`src/rtl/shared_bus_pkg.sv`:
```
// Package: shared types and constants for the shared bus register datapath.
// It assumes six working registers plus a memory-data source on the bus.
package shared_bus_pkg;

    localparam int NUM_REGS = 6;
    localparam int NUM_SRC  = NUM_REGS + 1;
    localparam int SEL_W    = $clog2(NUM_SRC + 1);

    // Register slot positions, used in the strobe vectors and the source array.
    localparam int IDX_AR = 0;
    localparam int IDX_PC = 1;
    localparam int IDX_DR = 2;
    localparam int IDX_AC = 3;
    localparam int IDX_IR = 4;
    localparam int IDX_TR = 5;
    localparam int IDX_MEM = 6;

    typedef enum logic [SEL_W-1:0] {
        SEL_NONE = 3'd0,
        SEL_AR   = 3'd1,
        SEL_PC   = 3'd2,
        SEL_DR   = 3'd3,
        SEL_AC   = 3'd4,
        SEL_IR   = 3'd5,
        SEL_TR   = 3'd6,
        SEL_MEM  = 3'd7
    } bus_sel_e;

endpackage

```
`src/rtl/bus_reg.sv`:
```
// Module: bus_reg
// A W-bit register with synchronous clear, parallel load and increment.
// Priority is clear, then load, then increment. The reset is synchronous
// and active low. It assumes the strobes are stable around the rising edge.
module bus_reg #(
    parameter int W = 16
) (
    input  logic         clk,
    input  logic         rst_n,
    input  logic         clr,
    input  logic         ld,
    input  logic         inc,
    input  logic [W-1:0] d,
    output logic [W-1:0] q
);

    logic [W-1:0] q_next;

    // Pick the next value from the strobes in priority order.
    always_comb begin
        q_next = q;
        if (clr)      q_next = '0;
        else if (ld)  q_next = d;
        else if (inc) q_next = q + W'(1);
    end

    // Store the register state.
    always_ff @(posedge clk) begin
        if (!rst_n) q <= '0;
        else        q <= q_next;
    end

    p_clear_wins_r9: assert property (@(posedge clk) disable iff (!rst_n)
        clr |=> (q == '0));

    p_load_bus_r6: assert property (@(posedge clk) disable iff (!rst_n)
        (ld && !clr) |=> (q == $past(d)));

    p_inc_wrap_r8: assert property (@(posedge clk) disable iff (!rst_n)
        (inc && !ld && !clr) |=> (q == $past(q) + W'(1)));

    p_hold_r12: assert property (@(posedge clk) disable iff (!rst_n)
        (!inc && !ld && !clr) |=> $stable(q));

endmodule

```
`src/rtl/bus_source_mux.sv`:
```
// Module: bus_source_mux
// Drives the shared bus from one source chosen by the select code. Code k
// (k >= 1) picks source k-1, and code 0 drives zeros. It assumes the sources
// are already zero-extended to the bus width.
module bus_source_mux
    import shared_bus_pkg::*;
#(
    parameter int DATA_W = 16
) (
    input  logic [SEL_W-1:0]  sel,
    input  logic [DATA_W-1:0] src [NUM_SRC],
    output logic [DATA_W-1:0] bus
);

    // Route the selected source onto the bus, or zeros when nothing is selected.
    always_comb begin
        bus = '0;
        if (sel != SEL_W'(SEL_NONE)) bus = src[sel - SEL_W'(1)];
    end

endmodule

```
`src/rtl/shared_bus_datapath.sv`:
```
// Module: shared_bus_datapath
// Top of the shared bus register datapath. It holds six working registers
// and an output character register, all loading from a single bus. The
// accumulator loads the external adder/logic result instead of the bus.
// Address-width registers are zero-extended when they drive the bus and
// truncated when they load from it. It assumes the control sequencer
// guarantees one bus source per cycle through the select code.
module shared_bus_datapath
    import shared_bus_pkg::*;
#(
    parameter int DATA_W = 16,
    parameter int ADDR_W = 12,
    parameter int IO_W   = 8
) (
    input  logic                clk,
    input  logic                rst_n,
    input  logic [SEL_W-1:0]    bus_sel,
    input  logic [NUM_REGS-1:0] ld_strb,
    input  logic [NUM_REGS-1:0] inc_strb,
    input  logic [NUM_REGS-1:0] clr_strb,
    input  logic                out_ld,
    input  logic [DATA_W-1:0]   mem_rdata,
    input  logic [DATA_W-1:0]   alu_result,
    output logic [DATA_W-1:0]   bus_value,
    output logic [ADDR_W-1:0]   mem_addr,
    output logic [DATA_W-1:0]   mem_wdata,
    output logic [DATA_W-1:0]   ac_q,
    output logic [DATA_W-1:0]   dr_q,
    output logic [DATA_W-1:0]   ir_q,
    output logic [IO_W-1:0]     out_char
);

    localparam int EXT_W = DATA_W - ADDR_W;

    logic [DATA_W-1:0] src_ext [NUM_SRC];
    logic [ADDR_W-1:0] ar_q;

    // One register per slot. The width is chosen by slot, and the accumulator takes the ALU result.
    for (genvar gi = 0; gi < NUM_REGS; gi++) begin : g_reg
        localparam int W = (gi == IDX_AR || gi == IDX_PC) ? ADDR_W : DATA_W;
        logic [W-1:0] d_w;
        logic [W-1:0] q_w;

        if (gi == IDX_AC) begin : g_alu_in
            assign d_w = alu_result[W-1:0];
        end else begin : g_bus_in
            assign d_w = bus_value[W-1:0];
        end

        bus_reg #(.W(W)) u_reg (
            .clk   (clk),
            .rst_n (rst_n),
            .clr   (clr_strb[gi]),
            .ld    (ld_strb[gi]),
            .inc   (inc_strb[gi]),
            .d     (d_w),
            .q     (q_w)
        );

        assign src_ext[gi] = DATA_W'(q_w);
    end

    assign src_ext[IDX_MEM] = mem_rdata;

    bus_source_mux #(.DATA_W(DATA_W)) u_mux (
        .sel (bus_sel),
        .src (src_ext),
        .bus (bus_value)
    );

    // Output character register: captures the low byte of the bus.
    bus_reg #(.W(IO_W)) u_out (
        .clk   (clk),
        .rst_n (rst_n),
        .clr   (1'b0),
        .ld    (out_ld),
        .inc   (1'b0),
        .d     (bus_value[IO_W-1:0]),
        .q     (out_char)
    );

    assign ar_q      = src_ext[IDX_AR][ADDR_W-1:0];
    assign mem_addr  = ar_q;
    assign mem_wdata = bus_value;
    assign ac_q      = src_ext[IDX_AC];
    assign dr_q      = src_ext[IDX_DR];
    assign ir_q      = src_ext[IDX_IR];

    p_addr_on_bus_r5: assert property (@(posedge clk) disable iff (!rst_n)
        (bus_sel == SEL_W'(SEL_AR)) |-> (bus_value[ADDR_W-1:0] == mem_addr));

    p_upper_zero_r3: assert property (@(posedge clk) disable iff (!rst_n)
        (bus_sel == SEL_W'(SEL_AR) || bus_sel == SEL_W'(SEL_PC))
            |-> (bus_value[DATA_W-1:ADDR_W] == EXT_W'(0)));

    p_mem_on_bus_r2: assert property (@(posedge clk) disable iff (!rst_n)
        (bus_sel == SEL_W'(SEL_MEM)) |-> (bus_value == mem_rdata));

    p_ar_loads_low_r4: assert property (@(posedge clk) disable iff (!rst_n)
        (ld_strb[IDX_AR] && !clr_strb[IDX_AR]) |=> (mem_addr == $past(bus_value[ADDR_W-1:0])));

    p_out_low_byte_r11: assert property (@(posedge clk) disable iff (!rst_n)
        out_ld |=> (out_char == $past(bus_value[IO_W-1:0])));

endmodule

```
`config.mk`:
```
export PLATFORM = sky130hd
export DESIGN_NAME = shared_bus_datapath
export DESIGN_NICKNAME = d
export VERILOG_FILES = /design/src/rtl/shared_bus_pkg.sv /design/src/rtl/bus_reg.sv /design/src/rtl/bus_source_mux.sv /design/src/rtl/shared_bus_datapath.sv
export SDC_FILE = /design/constraint.sdc
export NUM_CORES = 1
export LEC_CHECK = 0
export BUFFER_PORTS_ARGS = -buffer_cell sky130_fd_sc_hd__buf_2
export CAP_MARGIN = 20
export CORE_ASPECT_RATIO = 1.25
export CORE_MARGIN = 2
export CORE_UTILIZATION = 50
export CTS_BUF_LIST = sky130_fd_sc_hd__clkbuf_4 sky130_fd_sc_hd__clkbuf_8
export DETAILED_ROUTE_END_ITERATION = 8
export GPL_TIMING_DRIVEN = 1
export HOLD_SLACK_MARGIN = 0.1
export PLACE_DENSITY_LB_ADDON = 0.1
export SLEW_MARGIN = 20
export SYNTH_ARGS = -nofsm -noshare
export SYNTH_HDL_FRONTEND = slang
export SYNTH_SLANG_ARGS = --single-unit
```
`constraint.sdc`:
```
create_clock -name clk -period 4 [get_ports clk]
set_input_delay 0.8 -clock clk [delete_from_list [all_inputs] [get_ports clk]]
set_output_delay 0.8 -clock clk [all_outputs]
set_load 0.01 [all_outputs]
```
# == Word level (Yosys, flattened, before mapping) ==
# Cells that the tools add are included.
# op_classes
n_addsub,7
order_cmp,1
mux,16
bitwise,2
reduce_logical,13
# op_table
cell,n
16-bit two-way mux,11
"16-bit by 1-bit adder with 16-bit output, second input constant",4
16-bit binary-select mux with 3-bit select,1
12-bit two-way mux,4
"12-bit by 1-bit adder with 12-bit output, second input constant",2
2-bit nonzero test,6
2-bit OR reduction,6
"4-bit greater-or-equal comparator, second input constant",1
3-bit inverter with 4-bit output,1
3-bit nonzero test,1
"3-bit by 1-bit subtractor with 3-bit output, second input constant",1
1-bit inverter,1
# totals
ff_bits,96
in_bits,56
out_inout_bits,100
wordCells,46

# == Logic depth before layout (Yosys ltp) ==
# logic_depth
depth_word,7
depth_mapped,13
ltp_nobuf,6

# == Hierarchy ==
# From an unflattened synthesis, not the netlist that was laid out.
# hier_totals
hier_cells,723
hier_area_um2,6463.7
# by_module_without_submodules
module,n_inst,cells_per_inst,area_each_um2
bus_reg (g_reg[2].u_reg ...),4,102,892.1
bus_reg (g_reg[0].u_reg ...),2,74,654.4
bus_source_mux,1,101,1028.5
bus_reg (u_out),1,49,434.2
shared_bus_datapath,1,17,123.9

# == Worst setup path before layout ==
# No wires, ideal clock.
# synth_timing
path_kind,input-to-output
startpoint,input bus_sel[0]
endpoint,output mem_wdata[7]
t_arrival_ns,3.323
required_ns,3.200
setup_slack_ns,-0.123
cell_stages,12
path_buffers,6
path_cell_list,buf_2 -> buf_4 -> buf_2 -> inv_1 -> ha_1 -> buf_2 -> buf_2 -> mux2_2 -> a221o_1 -> o211ai_1 -> inv_1 -> buf_4
# synth_between
elab_chain_len,6
elab_cells_between_ends,7
cone_classes,add/sub: 1; mux: 4; bitwise: 1; reduce/logical: 1
# synth_rtl
element,line_no,source
from (decl),shared_bus_datapath.sv:17,"input logic [SEL_W-1:0] bus_sel,"
3-bit by 1-bit subtractor with 3-bit output,bus_source_mux.sv:18,if (sel != SEL_W'(SEL_NONE)) bus = src[sel - SEL_W'(1)];
3-bit inverter with 4-bit output (implied by the code),bus_source_mux.sv:18,
16-bit binary-select mux with 3-bit select,bus_source_mux.sv:18,
16-bit two-way mux (implied by the code) (2 in series),bus_source_mux.sv:18,
16-bit two-way mux (*),bus_source_mux.sv:18,
to (decl),shared_bus_datapath.sv:26,"output logic [DATA_W-1:0] mem_wdata,"
# Mark *: on every way between the ends. The rest lies on a longest branch, timed or not. The select of a mux whose other input is x is not followed.

# == Worst setup path in the final report ==
# layout_timing
startpoint,input bus_sel[0]
endpoint,output bus_value[11]
# layout_between
elab_chain_len,6
elab_cells_between_ends,7
cone_classes,add/sub: 1; mux: 4; bitwise: 1; reduce/logical: 1
# layout_rtl
element,line_no,source
3-bit by 1-bit subtractor with 3-bit output,bus_source_mux.sv:18,
3-bit inverter with 4-bit output (implied by the code),bus_source_mux.sv:18,
16-bit binary-select mux with 3-bit select,bus_source_mux.sv:18,
16-bit two-way mux (implied by the code) (2 in series),bus_source_mux.sv:18,
16-bit two-way mux (*),bus_source_mux.sv:18,
to (decl),shared_bus_datapath.sv:24,"output logic [DATA_W-1:0] bus_value,"
# Marked as above.

==> report_table.html <==
<table>
<tr><th>Metric</th><th>Value</th></tr>
<tr><th colspan="2">Status</th></tr>
<tr><td>Outcome</td><td>finished clean</td></tr>
<tr><th colspan="2">Place</th></tr>
<tr><td>Global placement routability congestion</td><td>0.9359</td></tr>
<tr><td>Port Buffers</td><td>155</td></tr>
<tr><td>DP Wirelength</td><td>15070 um</td></tr>
<tr><td>Post-placement setup slack</td><td>308.0 ps</td></tr>
<tr><td>Cell area after placement</td><td>0.006867 mm2</td></tr>
<tr><th colspan="2">Hold path</th></tr>
<tr><td>Hold path cells</td><td>2</td></tr>
<tr><td>Hold WC Path Type</td><td>reg -&gt; reg</td></tr>
<tr><th colspan="2">Worst setup path</th></tr>
<tr><td>Register-to-Register Path Depth</td><td>5</td></tr>
<tr><td>Critical Path Start Type</td><td>primary input</td></tr>
<tr><td>Worst Path Class, Setup</td><td>in -&gt; out</td></tr>
<tr><td>Critical Path RT</td><td>3200 ps</td></tr>
<tr><td>Critical Path End Type</td><td>primary output</td></tr>
<tr><td>Crit Path Max Fanout</td><td>20</td></tr>
<tr><td>CP Data Arrival Time</td><td>2910 ps</td></tr>
<tr><th colspan="2">Yosys</th></tr>
<tr><td>Count of distinct cell types in the synthesized netlist</td><td>51</td></tr>
<tr><td>Largest area contributor in the synthesized netlist</td><td>dfxtp_1</td></tr>
<tr><td>Gate count of the mapped netlist</td><td>702</td></tr>
<tr><td>Post-Syn Nets</td><td>766</td></tr>
<tr><td>Number of flip-flops and latches in the synthesized netlist</td><td>96</td></tr>
<tr><td>Post-synthesis async set-or-reset flop share</td><td>0%</td></tr>
<tr><td>Synthesized area</td><td>0.006006 mm2</td></tr>
<tr><td>Share of Yosys cell area claimed by the top area cell type</td><td>32.00%</td></tr>
<tr><td>Average cell area after synthesis</td><td>8.555 um2</td></tr>
<tr><td>Register area share after synthesis</td><td>32.00%</td></tr>
<tr><td>Warning count from the yosys run</td><td>0</td></tr>
<tr><td>Number of enable flip-flop cells after synthesis</td><td>0</td></tr>
<tr><td>Biggest area contributors in the synthesized netlist</td><td>dfxtp_1, xnor2_1, mux4_2</td></tr>
<tr><td>Main synth FF type</td><td>dfxtp_1</td></tr>
<tr><th colspan="2">STA</th></tr>
<tr><td>Setup-violating endpoint count in the final report</td><td>0</td></tr>
<tr><td>Endpoints failing hold</td><td>0</td></tr>
<tr><td>Worst hold slack across all endpoints</td><td>502.4 ps</td></tr>
<tr><td>Clock period minus worst slack</td><td>3711 ps</td></tr>
<tr><td>Final critical-path share of the clock period</td><td>92.78%</td></tr>
<tr><td>Max Slew Vio Count</td><td>0</td></tr>
<tr><td>Measured slew at the worst slew-check pin</td><td>773.4 ps</td></tr>
<tr><td>Worst-case headroom to the max-slew limit</td><td>48.33%</td></tr>
<tr><td>RSZ-0062 raised after global routing</td><td>no</td></tr>
<tr><td>Fin Clk Skew</td><td>11.78 ps</td></tr>
<tr><td>Fmax</td><td>0.2695 GHz</td></tr>
<tr><td>TNS Setup</td><td>0 ps</td></tr>
<tr><td>Worst path setup slack after routing</td><td>288.9 ps</td></tr>
<tr><th colspan="2">CTS</th></tr>
<tr><td>CTS Root Buffer Type</td><td>clkbuf_8</td></tr>
<tr><td>Clock sink count</td><td>96</td></tr>
<tr><td>Clock tree from TritonCTS</td><td>yes</td></tr>
<tr><td>Setup bufs post-CTS</td><td>0</td></tr>
<tr><td>Insertion delay to the later sink of the worst-skew pair</td><td>370 ps</td></tr>
<tr><td>Number of gates resized after CTS</td><td>0</td></tr>
<tr><td>Number of buffers inserted during clock tree synthesis</td><td>9</td></tr>
<tr><td>H-Tree Level Count</td><td>3</td></tr>
<tr><td>Hold bufs inserted after CTS</td><td>0</td></tr>
<tr><td>Clock transition at the registers of the reported paths</td><td>100 ps</td></tr>
<tr><td>Maximum root-to-sink buffer count</td><td>2</td></tr>
<tr><th colspan="2">Drt</th></tr>
<tr><td>Routed wire length per instance</td><td>19.60 um</td></tr>
<tr><td>Via Count</td><td>6103</td></tr>
<tr><td>Drt initial violations</td><td>436</td></tr>
<tr><td>Number of DRC violations after detailed routing</td><td>0</td></tr>
<tr><td>Vias per Instance</td><td>6.103</td></tr>
<tr><td>TritonRoute pass-1 iters</td><td>5</td></tr>
<tr><td>Final routed wirelength across all metal layers</td><td>19600 um</td></tr>
<tr><td>Number of nets still failing antenna checks after routing</td><td>0</td></tr>
<tr><th colspan="2">Die</th></tr>
<tr><td>Area of the core</td><td>0.01167 mm2</td></tr>
<tr><td>Die width</td><td>102.0 um</td></tr>
<tr><td>Number of rows created at floorplan</td><td>44</td></tr>
<tr><td>I/O pin total</td><td>156</td></tr>
<tr><td>Die Footprint</td><td>0.01291 mm2</td></tr>
<tr><td>Vertical die dimension</td><td>126.5 um</td></tr>
<tr><td>Starting utilization of the core area</td><td>51.46%</td></tr>
<tr><th colspan="2">GRT</th></tr>
<tr><td>GRT Residual Overflow</td><td>0</td></tr>
<tr><td>Initial antenna violation count</td><td>0</td></tr>
<tr><td>Maximum number of pins on one net before global-route repair</td><td>33</td></tr>
<tr><td>Overall fraction of global-route tracks in use</td><td>29.92%</td></tr>
<tr><td>Global-route wire length before repair</td><td>29990 um</td></tr>
<tr><td>Vias in the first global route</td><td>5472</td></tr>
<tr><th colspan="2">Finish</th></tr>
<tr><td>Area added between synthesis and finish</td><td>17.63%</td></tr>
<tr><td>Final Cell Area</td><td>0.007064 mm2</td></tr>
<tr><td>Commonest cells after routing, fill and taps aside</td><td>buf_2, dfxtp_1, xnor2_1, nor3_1, o21ai_0</td></tr>
<tr><td>Leading cell type in the layout, fill and taps excluded</td><td>buf_2</td></tr>
<tr><td>Final net count</td><td>897</td></tr>
<tr><td>Fraction of layout instances using a drive strength above 1</td><td>28.04%</td></tr>
<tr><th colspan="2">Flow run</th></tr>
<tr><td>Max_cap viols</td><td>0</td></tr>
<tr><th colspan="2">Power and ir drop</th></tr>
<tr><td>Pwr per Cell Area</td><td>318.0 mW/mm2</td></tr>
<tr><td>Reported leakage power</td><td>2.881 nW</td></tr>
<tr><td>Max IR drop VDD</td><td>0.2508 mV</td></tr>
</table>
critical path: stages:
cell and delay (ps):
buf_2 130, inv_1 80, ha_1 410, buf_4 310
mux4_2 530, nor2_1 210, or3_1 230, inv_1 70
buf_2 140
layer usage:
layer	global-route usage, %	part of all wire (%)	vias up
met1	40.36	41	2885
met2	47.79	48	291
met5	0	0	-
met4	11.22	3.2	0
met3	5.069	7.5	42
li1	-	-	2885
synthesized netlist by cell type, types with 12 or more instances:
cell,number
inv_1,29
mux2_2,21
clkbuf_1,31
nor4_1,15
a21oi_1,32
o22ai_1,20
nor2b_1,13
nand3_1,25
xnor2_1,44
nor3_1,41
a221o_1,12
dfxtp_1,96
o21ai_0,39
nor2_1,27
nand3b_1,12
a211oi_1,24
nand2_1,34
buf_4,17
o31ai_1,12
xor2_1,13
nand4_1,26
per-stage QoR:
stage	util [%]	std cells	power, mW
after floorplan	-	702	1.399
after global placement	58.83	983	1.603
after detailed placement	58.83	983	1.612
after CTS	60.51	999	2.251
after global routing	60.51	999	2.338
final	60.53	1000	2.246
where the power goes:
group	switching, mW	leakage (nW)	internal, mW
Clock	0.361	0.0916	0.289
Combinational	0.311	2.01	0.222
Sequential	0.0647	0.783	0.998
cell type report:
class | count | area, um2
multi-input combinational | 518 | 3679
timing repair buffer | 179 | 955.9
antenna | 1 | 2.502
inverter | 29 | 108.9
fill | 1101 | 4607
clock inverter | 7 | 71.32
sequential | 96 | 1922
clock buffer | 9 | 123.9
tap | 161 | 201.4
final timing paths:
path	startpoint	to	slack, ps
max	bus_sel[0]	bus_value[11]	290
min	u_out.q[0]$_SDFFE_PN0P_	u_out.q[0]$_SDFFE_PN0P_	500
max reg2reg	g_reg[2].u_reg.q[0]$_SDFFE_PP0P_	g_reg[2].u_reg.q[12]$_SDFFE_PP0P_	1980
min reg2reg	u_out.q[0]$_SDFFE_PN0P_	u_out.q[0]$_SDFFE_PN0P_	500
kinds of logic after synthesis:
kind of cell | synth area share (%)
AO/OA/AOI/OAI | 20.44
XOR/XNOR | 8.313
flip-flops | 32.00
buffers and inverters | 6.750
adder cells (fa/ha/maj) | 1.667
AND/OR/NAND/NOR | 21.17
multiplexers | 9.667
state kept, by name, summed over array words and instances (netlist names):
| signal | count |
|---|---|
| g.u_reg.q | 88 |
| u_out.q | 8 |
Note: power is estimated with default switching activity, not from simulation.
